## src/rtl/vwg_pkg.sv

```systemverilog
// Shared definitions for the display-enable generator: output slot
// kinds, code and blanking byte values, and the timing-code encoder.
package vwg_pkg;

    typedef enum logic [1:0] {
        SLOT_BLANK = 2'd0,
        SLOT_PIX   = 2'd1,
        SLOT_EAV   = 2'd2,
        SLOT_SAV   = 2'd3
    } slot_e;

    localparam logic [7:0] CODE_LEAD  = 8'hFF;
    localparam logic [7:0] CODE_ZERO  = 8'h00;
    localparam logic [7:0] BLANK_EVEN = 8'h80;
    localparam logic [7:0] BLANK_ODD  = 8'h10;

    // Status word: fixed 1, flags, then four protection bits
    function automatic logic [7:0] xy_word(input logic f, input logic v, input logic h);
        return {1'b1, f, v, h, v ^ h, f ^ h, f ^ v, f ^ v ^ h};
    endfunction

    // Byte idx of a four-byte timing code
    function automatic logic [7:0] code_byte(input logic [1:0] idx, input logic f,
                                             input logic v, input logic h);
        case (idx)
            2'd0:    return CODE_LEAD;
            2'd3:    return xy_word(f, v, h);
            default: return CODE_ZERO;
        endcase
    endfunction

endpackage

```

## src/rtl/vwg_cfg_latch.sv

```systemverilog
// Configuration capture. Holds a private copy of every timing setting
// and reloads it only when load is high (a vertical sync leading edge).
// Assumes the cfg inputs are static or change well away from that edge.
module vwg_cfg_latch #(
    parameter int HD_W  = 10,
    parameter int VD_W  = 6,
    parameter int LW_W  = 12,
    parameter int LH_W  = 12,
    parameter int OFS_W = 3,
    parameter logic [HD_W-1:0] HD_INIT = HD_W'('h104),
    parameter logic [VD_W-1:0] VD_INIT = VD_W'(24),
    parameter logic [LW_W-1:0] LW_INIT = LW_W'('h500),
    parameter logic [LH_W-1:0] LH_INIT = LH_W'('h2D0)
) (
    input  logic             clk,
    input  logic             rst_n,
    input  logic             load,
    input  logic             codes_en,
    input  logic             force_de,
    input  logic [OFS_W-1:0] field_ofs,
    input  logic [VD_W-1:0]  vdelay,
    input  logic [HD_W-1:0]  hdelay,
    input  logic [LW_W-1:0]  width,
    input  logic [LH_W-1:0]  height,
    output logic             codes_q,
    output logic             force_q,
    output logic [OFS_W-1:0] ofs_q,
    output logic [VD_W-1:0]  vd_q,
    output logic [HD_W-1:0]  hd_q,
    output logic [LW_W-1:0]  w_q,
    output logic [LH_W-1:0]  ht_q
);

    // Load defaults on reset, new settings on a frame boundary
    always_ff @(posedge clk) begin
        if (!rst_n) begin
            codes_q <= 1'b0;
            force_q <= 1'b0;
            ofs_q   <= '0;
            vd_q    <= VD_INIT;
            hd_q    <= HD_INIT;
            w_q     <= LW_INIT;
            ht_q    <= LH_INIT;
        end else if (load) begin
            codes_q <= codes_en;
            force_q <= force_de;
            ofs_q   <= field_ofs;
            vd_q    <= vdelay;
            hd_q    <= hdelay;
            w_q     <= width;
            ht_q    <= height;
        end
    end

endmodule

```

## src/rtl/vwg_timing.sv

```systemverilog
// Raster timing: sync edge detection, saturating pixel and line counters,
// field detection and the active window. Also classifies the current pixel
// position as code, active or blanking. All outputs describe the position
// before the next clock edge. Assumes active-high syncs synchronous to clk.
module vwg_timing
    import vwg_pkg::*;
#(
    parameter int HD_W  = 10,
    parameter int VD_W  = 6,
    parameter int LW_W  = 12,
    parameter int LH_W  = 12,
    parameter int OFS_W = 3,
    parameter int CW    = 13,
    parameter int VCW   = 13
) (
    input  logic             clk,
    input  logic             rst_n,
    input  logic             hsync_in,
    input  logic             vsync_in,
    input  logic [HD_W-1:0]  hd,
    input  logic [LW_W-1:0]  w,
    input  logic [VD_W-1:0]  vd,
    input  logic [LH_W-1:0]  ht,
    input  logic [OFS_W-1:0] ofs,
    output logic             hs_q,
    output logic             vs_q,
    output logic             vs_rise,
    output logic [CW-1:0]    hcnt,
    output logic [VCW-1:0]   vcnt,
    output logic             field,
    output logic             gen_de,
    output logic             v_blank,
    output logic             pos_odd,
    output slot_e            slot,
    output logic [1:0]       idx
);

    logic           hs_rise;
    logic           v_act;
    logic           h_act;
    logic [CW-1:0]  h_start;
    logic [CW-1:0]  h_end;
    logic [VCW-1:0] v_first;
    logic [VCW-1:0] v_last;

    assign hs_rise = hsync_in & ~hs_q;
    assign vs_rise = vsync_in & ~vs_q;

    // Previous sync levels for leading-edge detection
    always_ff @(posedge clk) begin
        if (!rst_n) begin
            hs_q <= 1'b0;
            vs_q <= 1'b0;
        end else begin
            hs_q <= hsync_in;
            vs_q <= vsync_in;
        end
    end

    // Pixel position within the line, restarted by horizontal sync
    always_ff @(posedge clk) begin
        if (!rst_n)               hcnt <= '0;
        else if (hs_rise)         hcnt <= '0;
        else if (hcnt != '1)      hcnt <= hcnt + CW'(1);
    end

    // Line number within the field, restarted by vertical sync
    always_ff @(posedge clk) begin
        if (!rst_n)                        vcnt <= '0;
        else if (vs_rise)                  vcnt <= '0;
        else if (hs_rise && vcnt != '1)    vcnt <= vcnt + VCW'(1);
    end

    // Field flag from the position of the vertical sync edge in the line
    always_ff @(posedge clk) begin
        if (!rst_n)        field <= 1'b0;
        else if (vs_rise)  field <= (hcnt >= CW'(hd));
    end

    // Active window bounds
    always_comb begin
        h_start = CW'(hd);
        h_end   = CW'(hd) + CW'(w);
        v_first = VCW'(vd) + (field ? VCW'(ofs) : VCW'(0));
        v_last  = v_first + VCW'(ht);
        h_act   = (hcnt >= h_start) && (hcnt < h_end);
        v_act   = (vcnt >= v_first) && (vcnt < v_last);
    end

    assign gen_de  = h_act & v_act;
    assign v_blank = ~v_act;
    assign pos_odd = hcnt[0];

    // Classify the position: end code, start code, active pixel or blanking
    always_comb begin
        slot = SLOT_BLANK;
        idx  = 2'd0;
        if ((hcnt >= h_end) && (hcnt < h_end + CW'(4))) begin
            slot = SLOT_EAV;
            idx  = 2'(hcnt - h_end);
        end else if ((h_start >= CW'(4)) && (hcnt >= h_start - CW'(4)) && (hcnt < h_start)) begin
            slot = SLOT_SAV;
            idx  = 2'(hcnt - (h_start - CW'(4)));
        end else if (gen_de) begin
            slot = SLOT_PIX;
        end
    end

endmodule

```

## src/rtl/vwg_stream.sv

```systemverilog
// Output stage: one register for the display enable and the 8-bit stream.
// Selects incoming or generated DE, and either passes pixels through or
// builds the code-bearing stream from the slot classification.
module vwg_stream
    import vwg_pkg::*;
(
    input  logic       clk,
    input  logic       rst_n,
    input  logic       force_q,
    input  logic       codes_q,
    input  logic       de_in,
    input  logic [7:0] pix_in,
    input  logic       gen_de,
    input  slot_e      slot,
    input  logic [1:0] idx,
    input  logic       field,
    input  logic       v_blank,
    input  logic       pos_odd,
    output logic       de_out,
    output logic [7:0] vid_out
);

    logic [7:0] vid_nxt;

    // Next stream byte for the current position
    always_comb begin
        if (!codes_q) begin
            vid_nxt = pix_in;
        end else begin
            case (slot)
                SLOT_PIX: vid_nxt = pix_in;
                SLOT_EAV: vid_nxt = code_byte(idx, field, v_blank, 1'b1);
                SLOT_SAV: vid_nxt = code_byte(idx, field, v_blank, 1'b0);
                default:  vid_nxt = pos_odd ? BLANK_ODD : BLANK_EVEN;
            endcase
        end
    end

    // Output register
    always_ff @(posedge clk) begin
        if (!rst_n) begin
            de_out  <= 1'b0;
            vid_out <= '0;
        end else begin
            de_out  <= force_q ? gen_de : de_in;
            vid_out <= vid_nxt;
        end
    end

endmodule

```

## src/rtl/vid_window_gen.sv

```systemverilog
// Programmable display-enable generator with optional embedded timing codes.
// Captures settings at each vertical sync leading edge, counts the raster
// from sync leading edges and drives a registered DE and 8-bit stream.
// Assumes active-high syncs synchronous to clk and a horizontal delay of at
// least four pixels when start codes are wanted.
module vid_window_gen
    import vwg_pkg::*;
#(
    parameter int HD_W  = 10,
    parameter int VD_W  = 6,
    parameter int LW_W  = 12,
    parameter int LH_W  = 12,
    parameter int OFS_W = 3
) (
    input  logic             clk,
    input  logic             rst_n,
    input  logic             hsync_in,
    input  logic             vsync_in,
    input  logic             de_in,
    input  logic [7:0]       pix_in,
    input  logic             cfg_codes_en,
    input  logic             cfg_force_de,
    input  logic [OFS_W-1:0] cfg_field_ofs,
    input  logic [VD_W-1:0]  cfg_vdelay,
    input  logic [HD_W-1:0]  cfg_hdelay,
    input  logic [LW_W-1:0]  cfg_width,
    input  logic [LH_W-1:0]  cfg_height,
    output logic             de_out,
    output logic             field_out,
    output logic [7:0]       vid_out
);

    localparam int CW  = ((HD_W > LW_W) ? HD_W : LW_W) + 1;
    localparam int VCW = ((VD_W > LH_W) ? VD_W : LH_W) + 1;

    logic             codes_q;
    logic             force_q;
    logic [OFS_W-1:0] ofs_q;
    logic [VD_W-1:0]  vd_q;
    logic [HD_W-1:0]  hd_q;
    logic [LW_W-1:0]  w_q;
    logic [LH_W-1:0]  ht_q;
    logic             hs_q;
    logic             vs_q;
    logic             vs_rise;
    logic [CW-1:0]    hcnt;
    logic [VCW-1:0]   vcnt;
    logic             field;
    logic             gen_de;
    logic             v_blank;
    logic             pos_odd;
    slot_e            slot;
    logic [1:0]       idx;

    vwg_cfg_latch #(
        .HD_W(HD_W), .VD_W(VD_W), .LW_W(LW_W), .LH_W(LH_W), .OFS_W(OFS_W)
    ) u_cfg (
        .clk(clk), .rst_n(rst_n), .load(vs_rise),
        .codes_en(cfg_codes_en), .force_de(cfg_force_de), .field_ofs(cfg_field_ofs),
        .vdelay(cfg_vdelay), .hdelay(cfg_hdelay), .width(cfg_width), .height(cfg_height),
        .codes_q(codes_q), .force_q(force_q), .ofs_q(ofs_q), .vd_q(vd_q),
        .hd_q(hd_q), .w_q(w_q), .ht_q(ht_q)
    );

    vwg_timing #(
        .HD_W(HD_W), .VD_W(VD_W), .LW_W(LW_W), .LH_W(LH_W), .OFS_W(OFS_W),
        .CW(CW), .VCW(VCW)
    ) u_timing (
        .clk(clk), .rst_n(rst_n), .hsync_in(hsync_in), .vsync_in(vsync_in),
        .hd(hd_q), .w(w_q), .vd(vd_q), .ht(ht_q), .ofs(ofs_q),
        .hs_q(hs_q), .vs_q(vs_q), .vs_rise(vs_rise), .hcnt(hcnt), .vcnt(vcnt),
        .field(field), .gen_de(gen_de), .v_blank(v_blank), .pos_odd(pos_odd),
        .slot(slot), .idx(idx)
    );

    vwg_stream u_stream (
        .clk(clk), .rst_n(rst_n), .force_q(force_q), .codes_q(codes_q),
        .de_in(de_in), .pix_in(pix_in), .gen_de(gen_de), .slot(slot), .idx(idx),
        .field(field), .v_blank(v_blank), .pos_odd(pos_odd),
        .de_out(de_out), .vid_out(vid_out)
    );

    assign field_out = field;

endmodule

```

## config.mk

```make
export PLATFORM = sky130hd
export DESIGN_NAME = vid_window_gen
export DESIGN_NICKNAME = d
export VERILOG_FILES = /design/src/rtl/vwg_pkg.sv /design/src/rtl/vwg_cfg_latch.sv /design/src/rtl/vwg_timing.sv /design/src/rtl/vwg_stream.sv /design/src/rtl/vid_window_gen.sv
export SDC_FILE = /design/constraint.sdc
export NUM_CORES = 1
export LEC_CHECK = 0
export CAP_MARGIN = 15
export CELL_PAD_IN_SITES_DETAIL_PLACEMENT = 0
export CELL_PAD_IN_SITES_GLOBAL_PLACEMENT = 2
export CORE_MARGIN = 2
export CORE_UTILIZATION = 38
export CTS_CLUSTER_DIAMETER = 60
export CTS_CLUSTER_SIZE = 40
export DETAILED_ROUTE_END_ITERATION = 8
export GPL_ROUTABILITY_DRIVEN = 0
export PLACE_DENSITY_LB_ADDON = 0.1
export SYNTH_ARGS = -nofsm -noshare
export SYNTH_HDL_FRONTEND = slang
export SYNTH_SLANG_ARGS = --single-unit
```

## constraint.sdc

```tcl
create_clock -name clk -period 9.2 [get_ports clk]
set_input_delay 1.38 -clock clk [delete_from_list [all_inputs] [get_ports clk]]
set_output_delay 1.38 -clock clk [all_outputs]
set_load 0.02 [all_outputs]
```

# Word-level counts from Yosys, hierarchy flattened
# Cells that the tools add are included.
dict set report classes {
  add_sub_neg 9
  magnitude_cmp 9
  eq_ne 6
  muxes 12
  bitwise_logic 10
  reduce_logical 9
}
# op count
set ops {}
lappend ops {{$ge 13x13->1} 3}
lappend ops {{$lt 13x13->1} 3}
lappend ops {{$pmux 8 s2} 2}
lappend ops {{$add 13x1->13 const B} 2}
lappend ops {{$ne 13x13->1 const B} 2}
lappend ops {{$pmux 8 s3} 1}
lappend ops {{$mux 8} 2}
lappend ops {{$add 10x12->13} 1}
lappend ops {{$add 13x12->13} 1}
lappend ops {{$add 13x3->13 const B} 1}
lappend ops {{$add 6x13->13} 1}
lappend ops {{$ge 13x10->1} 1}
lappend ops {{$lt 13x10->1} 1}
lappend ops {{$sub 10x3->11 const B} 1}
lappend ops {{$ge 10x3->1 const B} 1}
lappend ops {{$mux 2} 4}
lappend ops {{$eq 2x2->1 const B} 3}
lappend ops {{$logic_and 1x1->1} 6}
lappend ops {{$not 1->1} 6}
lappend ops {{$reduce_or 2->1} 2}
lappend ops {{$sub 2x2->2} 2}
lappend ops {{$and 1x1->1} 3}
lappend ops {{$mux 3} 1}
lappend ops {{$eq 2x1->1 const B} 1}
lappend ops {{other kinds (3)} 4}
dict set report totals {
  regBits 83
  output_inout_bits 10
  elab_cells 69
}

# Logic depth before layout (Yosys ltp)
dict set report logic_depth {
  word_depth 12
  mapped_depth 26
}

# Modules after synthesis
# A second synthesis with hierarchy kept.
dict set report unflattened {
  hier_cells 730
  hier_area_um2 6522.5
}
# module instances cells_per_inst area_each_um2 seq_area_each_um2
set modules_own_cells {}
lappend modules_own_cells {vwg_timing 1 518 4261.6 580.6}
lappend modules_own_cells {vwg_cfg_latch 1 145 1710.4 900.9}
lappend modules_own_cells {vwg_stream 1 67 550.5 180.2}

# Worst setup path before layout
# No wires, ideal clock.
dict set report synth_path {
  path_type {register to register}
  from {reg u_cfg.hd_q[0]}
  to {reg u_stream.vid_out[2]}
  setup_time_ns 0.069
  t_arrival_ns 5.428
  setup_slack_ns 3.703
  stages_incl_launch_ff 26
  path_cell_list {dfxtp_1 -> ha_1 -> inv_1 -> fa_1 -> inv_1 -> a21o_1 -> a21oi_1 -> xnor2_1 -> or3b_2 -> nor3_1 -> and3_1 -> xnor2_1 -> ha_1 -> a21o_1 -> a2111oi_0 -> a31oi_1 -> a21oi_1 -> buf_4 -> mux2_2 -> inv_1 -> ha_1 -> clkbuf_2 -> nand2_1 -> or4b_1 -> a21o_1 -> a21oi_2}
}
dict set report synth_between {
  elab_chain_cells 10
  word_cells_on_any_way 31
}
# item line
set synth_lines {}
lappend synth_lines {{start, declared} vwg_cfg_latch.sv:29} ;# output logic [HD_W-1:0] hd_q,
lappend synth_lines {{start signal, assigned} vwg_cfg_latch.sv:49} ;# hd_q <= hdelay;
lappend synth_lines {{parallel branches: the longest is 8 deep, another holds $add 10x12->13} --}
lappend synth_lines {{$pmux 8 s3 *} vwg_stream.sv:30} ;# case (slot)
lappend synth_lines {{$mux 8 *} vwg_stream.sv:27} ;# if (!codes_q) begin
lappend synth_lines {{end signal, assigned} vwg_stream.sv:46} ;# vid_out <= vid_nxt;
lappend synth_lines {{end, declared} vwg_stream.sv:20} ;# output logic [7:0] vid_out
# Mark *: on every way between the ends.
# A chain may end at the register's enable or synchronous reset.

# Final worst setup path
# Ends and elaborated chain as after synthesis.

==> summary.txt <==
Status
  – Outcome: complete, no violations

Global route
  – Initial antenna violation count: 0
  – First-pass GRT wire length: 24,800 µm
  – GRT overflow: 0
  – Vias in the first global route: approximately 4.7k
  – Largest net degree at the start of global routing: 33
  – Global router's overall resource usage: 19.45%

Power and ir drop
  – Static Leakage: 3.056 nW
  – Total power: ~0.93 mW
  – Peak VDD IR: 89.95 µV
  – P per Cell Area: about 130 mW/mm²

Route
  – Routed len/inst: ~16 µm
  – DR iter-0 viols: 187
  – Total wire length: 15,330 µm
  – Residual DRC count: 0
  – Antenna-violating nets left: 0
  – DR vias: 4,924
  – DRT Pass-1 Iters: 4
  – Via/cell ratio: 5.295

Clock network
  – Clock Tree Root: clkbuf_16
  – # hold bufs at CTS: 0
  – CTS Buffer Depth: 2
  – Clock Sink Count: 83
  – Post-CTS Resized: 0
  – TritonCTS clock tree: yes
  – Inserted Clock Buffers: 9
  – Worst-skew pair later-pin latency: 0.35 ns
  – Clock transition at the registers of the reported paths: 0.06 ns
  – CTS HTree Levels: 3
  – Setup bufs post-CTS: 0

STA
  – Unrepaired setup endpoints after global routing: false
  – Setup TNS: 0 ns
  – Fmax: 156.1 MHz
  – Final setup violation count: 0
  – Fin crit share: between 60% and 70%
  – Min Tclk post-route: ~6.4 ns
  – Worst-Margin Slew: between 1 and 1.5 ns
  – Final Hold Fails: 0
  – Worst slew margin: between 20% and 30%
  – Max-slew violations: 0
  – Post-route setup slack: ~2.8 ns
  – Worst Skew: about 0.0085 ns

Logic synthesis
  – Sequential area share after synthesis: 28.34%
  – Yosys reg bits: 83
  – Async set-reset flop share out of synthesis: 0%
  – Most frequent cell after synthesis: ha_1
  – Yosys top cell area share: 28.34%
  – Synth top area cells: dfxtp_1 (28%), ha_1 (20%), xnor2_1 (5.7%), a22o_1 (3.9%), xor2_1 (3.4%)
  – Commonest cells in the netlist: ha_1 (94), dfxtp_1 (83), nor2_1 (52), inv_1 (46), nand2_1 (41)
  – Mapped Cells: 670
  – Largest area contributor in the netlist: dfxtp_1
  – Syn Std Cell Area: about 0.006 mm²
  – Main synth FF type: dfxtp_1
  – Unique cell type count in the Yosys netlist: 60
  – Avg Inst Size Synth: 8.751 µm²
  – Synth warn: 0
  – Post-Syn Nets: just over 800
  – EDFF count, synth: 0

Setup path
  – Crit path capture type: register
  – Worst path top cell family by delay: compound AO/OA/AOI/OAI gates
  – Max incr delay on CP: 0.84 ns
  – Startpoint class of the critical path: register
  – R2r setup slk: 2.79 ns
  – FF-to-FF Start: u_cfg.hd_q[0]
  – Reg2Reg Depth: 23
  – Worst path slowest cell: a21oi_1
  – Type of the setup path with the least slack: reg2reg
  – Crit-path max FO: 13
  – Worst Path Required: 9.48 ns
  – R2r endpoint: u_stream.vid_out[2]
  – Critical path, cell by cell: ha_1, inv_1, fa_1, inv_1, a21o_1, a21oi_1, xnor2_1, or3b_2, nor3_1, and3_1, xnor2_1, ha_1, a21o_1, a2111oi_0, a31oi_1, a21oi_1, mux2_2, inv_1, ha_1, nand2_1, or4b_1, a21o_1, a21oi_2
  – Arrival time at the worst endpoint: 6.69 ns
  – Critical path buffers and inverters: 3

Finish
  – Area Overhead vs Synth: 19.55%
  – ANT cells: 0
  – Fin cells: 930
  – Share of cells above drive strength 1: around 4.2%
  – Nets: 892
  – Fill cells: 1,509

Die
  – Die width: 128.2 µm
  – Die Y: 128.2 µm
  – Ports: 68
  – FP Rows: 45
  – Core Area: between 0.015 and 0.02 mm²
  – Die area: between 0.015 and 0.02 mm²
  – Starting Density: between 30% and 40%

Run
  – Max Cap Viol: 0

Min path
  – Worst hold path stage count: 1
  – Hold Path End: u_cfg.ofs_q[2]
  – Hold wc startpoint: u_cfg.ofs_q[2]
  – Hold Crit Class: reg2reg

Placed design
  – Hpwl dp: 12,190 µm
  – # port buffers: 67
  – Placed insts: 914
  – DP Worst Slack: roughly 2.8 ns
flip-flops by register name, summed over array words and instances (netlist names), 3 cells and up:
name and flops:
u_cfg.hd_q 10, u_cfg.ht_q 12, u_cfg.ofs_q 3, u_cfg.vd_q 6, u_cfg.w_q 12, u_stream.vid_out 8
u_timing.hcnt 13, u_timing.vcnt 13
cells in the final DEF, fill, tap and decap left out, drive strengths merged, types with 4 or more instances in the layout:
master	Yosys	final
inv	46	46
and3	7	7
ha	94	94
clkdlybuf4s50	0	67
a21oi	37	37
dfxtp	83	83
nand3	25	25
xnor2	38	38
o21ai	33	33
o22a	8	8
and2	7	7
nor4	5	5
a22o	26	26
nor2	52	52
nor3	15	15
mux2i	4	4
xor2	23	23
nand4	16	16
a21o	19	19
a31oi	9	9
clkbuf	12	10
nand2	41	41
nor2b	8	8
clkinv	1	7
o21a	7	7
a211oi	5	5
or3	4	4
layer usage:
metal  wire length (µm)  part of all wire (%)  global-route usage, %  vias to the layer above
met2               6438                    42                  28.91                       85
met1               8142                    53                  28.88                     2278
met4                203                   1.3                  6.012                        0
met5                  0                     0                      0                        -
li1                   -                     -                      -                     2548
met3                549                   3.6                  2.755                       13
stage by stage:
step	utilization (%)	hold slack, ns	instance area (µm²)
after floorplan	-	0.4413	5863
after global placement	44.43	0.4581	6729
after detailed placement	44.43	0.4602	6729
after CTS	46.28	0.4762	7009
after global routing	46.28	0.4949	7009
final	46.28	0.4784	7009
report_power, final:
group	leakage (nW)	total [mW]	internal, mW	switching (mW)
Combinational	2.23	0.200	0.0963	0.104
Sequential	0.680	0.389	0.376	0.0135
Clock	0.142	0.345	0.190	0.154
final cells by class:
class / instances / area, µm² / share of cell area, %
inverter: 47 / 176.4 / 2.517
clock inverter: 6 / 41.29 / 0.5891
clock buffer: 10 / 239.0 / 3.409
timing repair buffer: 70 / 693.2 / 9.889
tap: 188 / 235.2 / 3.356
sequential: 83 / 1662 / 23.71
multi-input combinational: 526 / 3963 / 56.53
kinds of logic (layout without fill, tap and decap cells):
family                   count (synthesis)  after routing  share of synthesized area, %
XOR/XNOR                                61             61                         9.112
flip-flops                              83             83                         28.34
adder cells (fa/ha/maj)                 97             97                         21.08
buffers and inverters                   61            133                         4.119
multiplexers                             6              6                         1.067
AND/OR/NAND/NOR                        195            195                         16.54
AO/OA/AOI/OAI                          167            167                         19.74
worst max-delay path by stage:
stage / from / to / cells past startpoint
4_1_cts: u_cfg.hd_q[0] / u_stream.vid_out[2] / 23
5_1_grt: u_cfg.hd_q[0] / u_stream.vid_out[2] / 23
6_report: u_cfg.hd_q[0] / u_stream.vid_out[2] / 23
3_5_place_dp: u_cfg.hd_q[0] / u_stream.vid_out[2] / 23
3_3_place_gp: u_cfg.hd_q[0] / u_stream.vid_out[2] / 23
2_1_floorplan: u_cfg.hd_q[0] / u_stream.vid_out[2] / 25
Note: power is estimated with default switching activity, not from simulation.
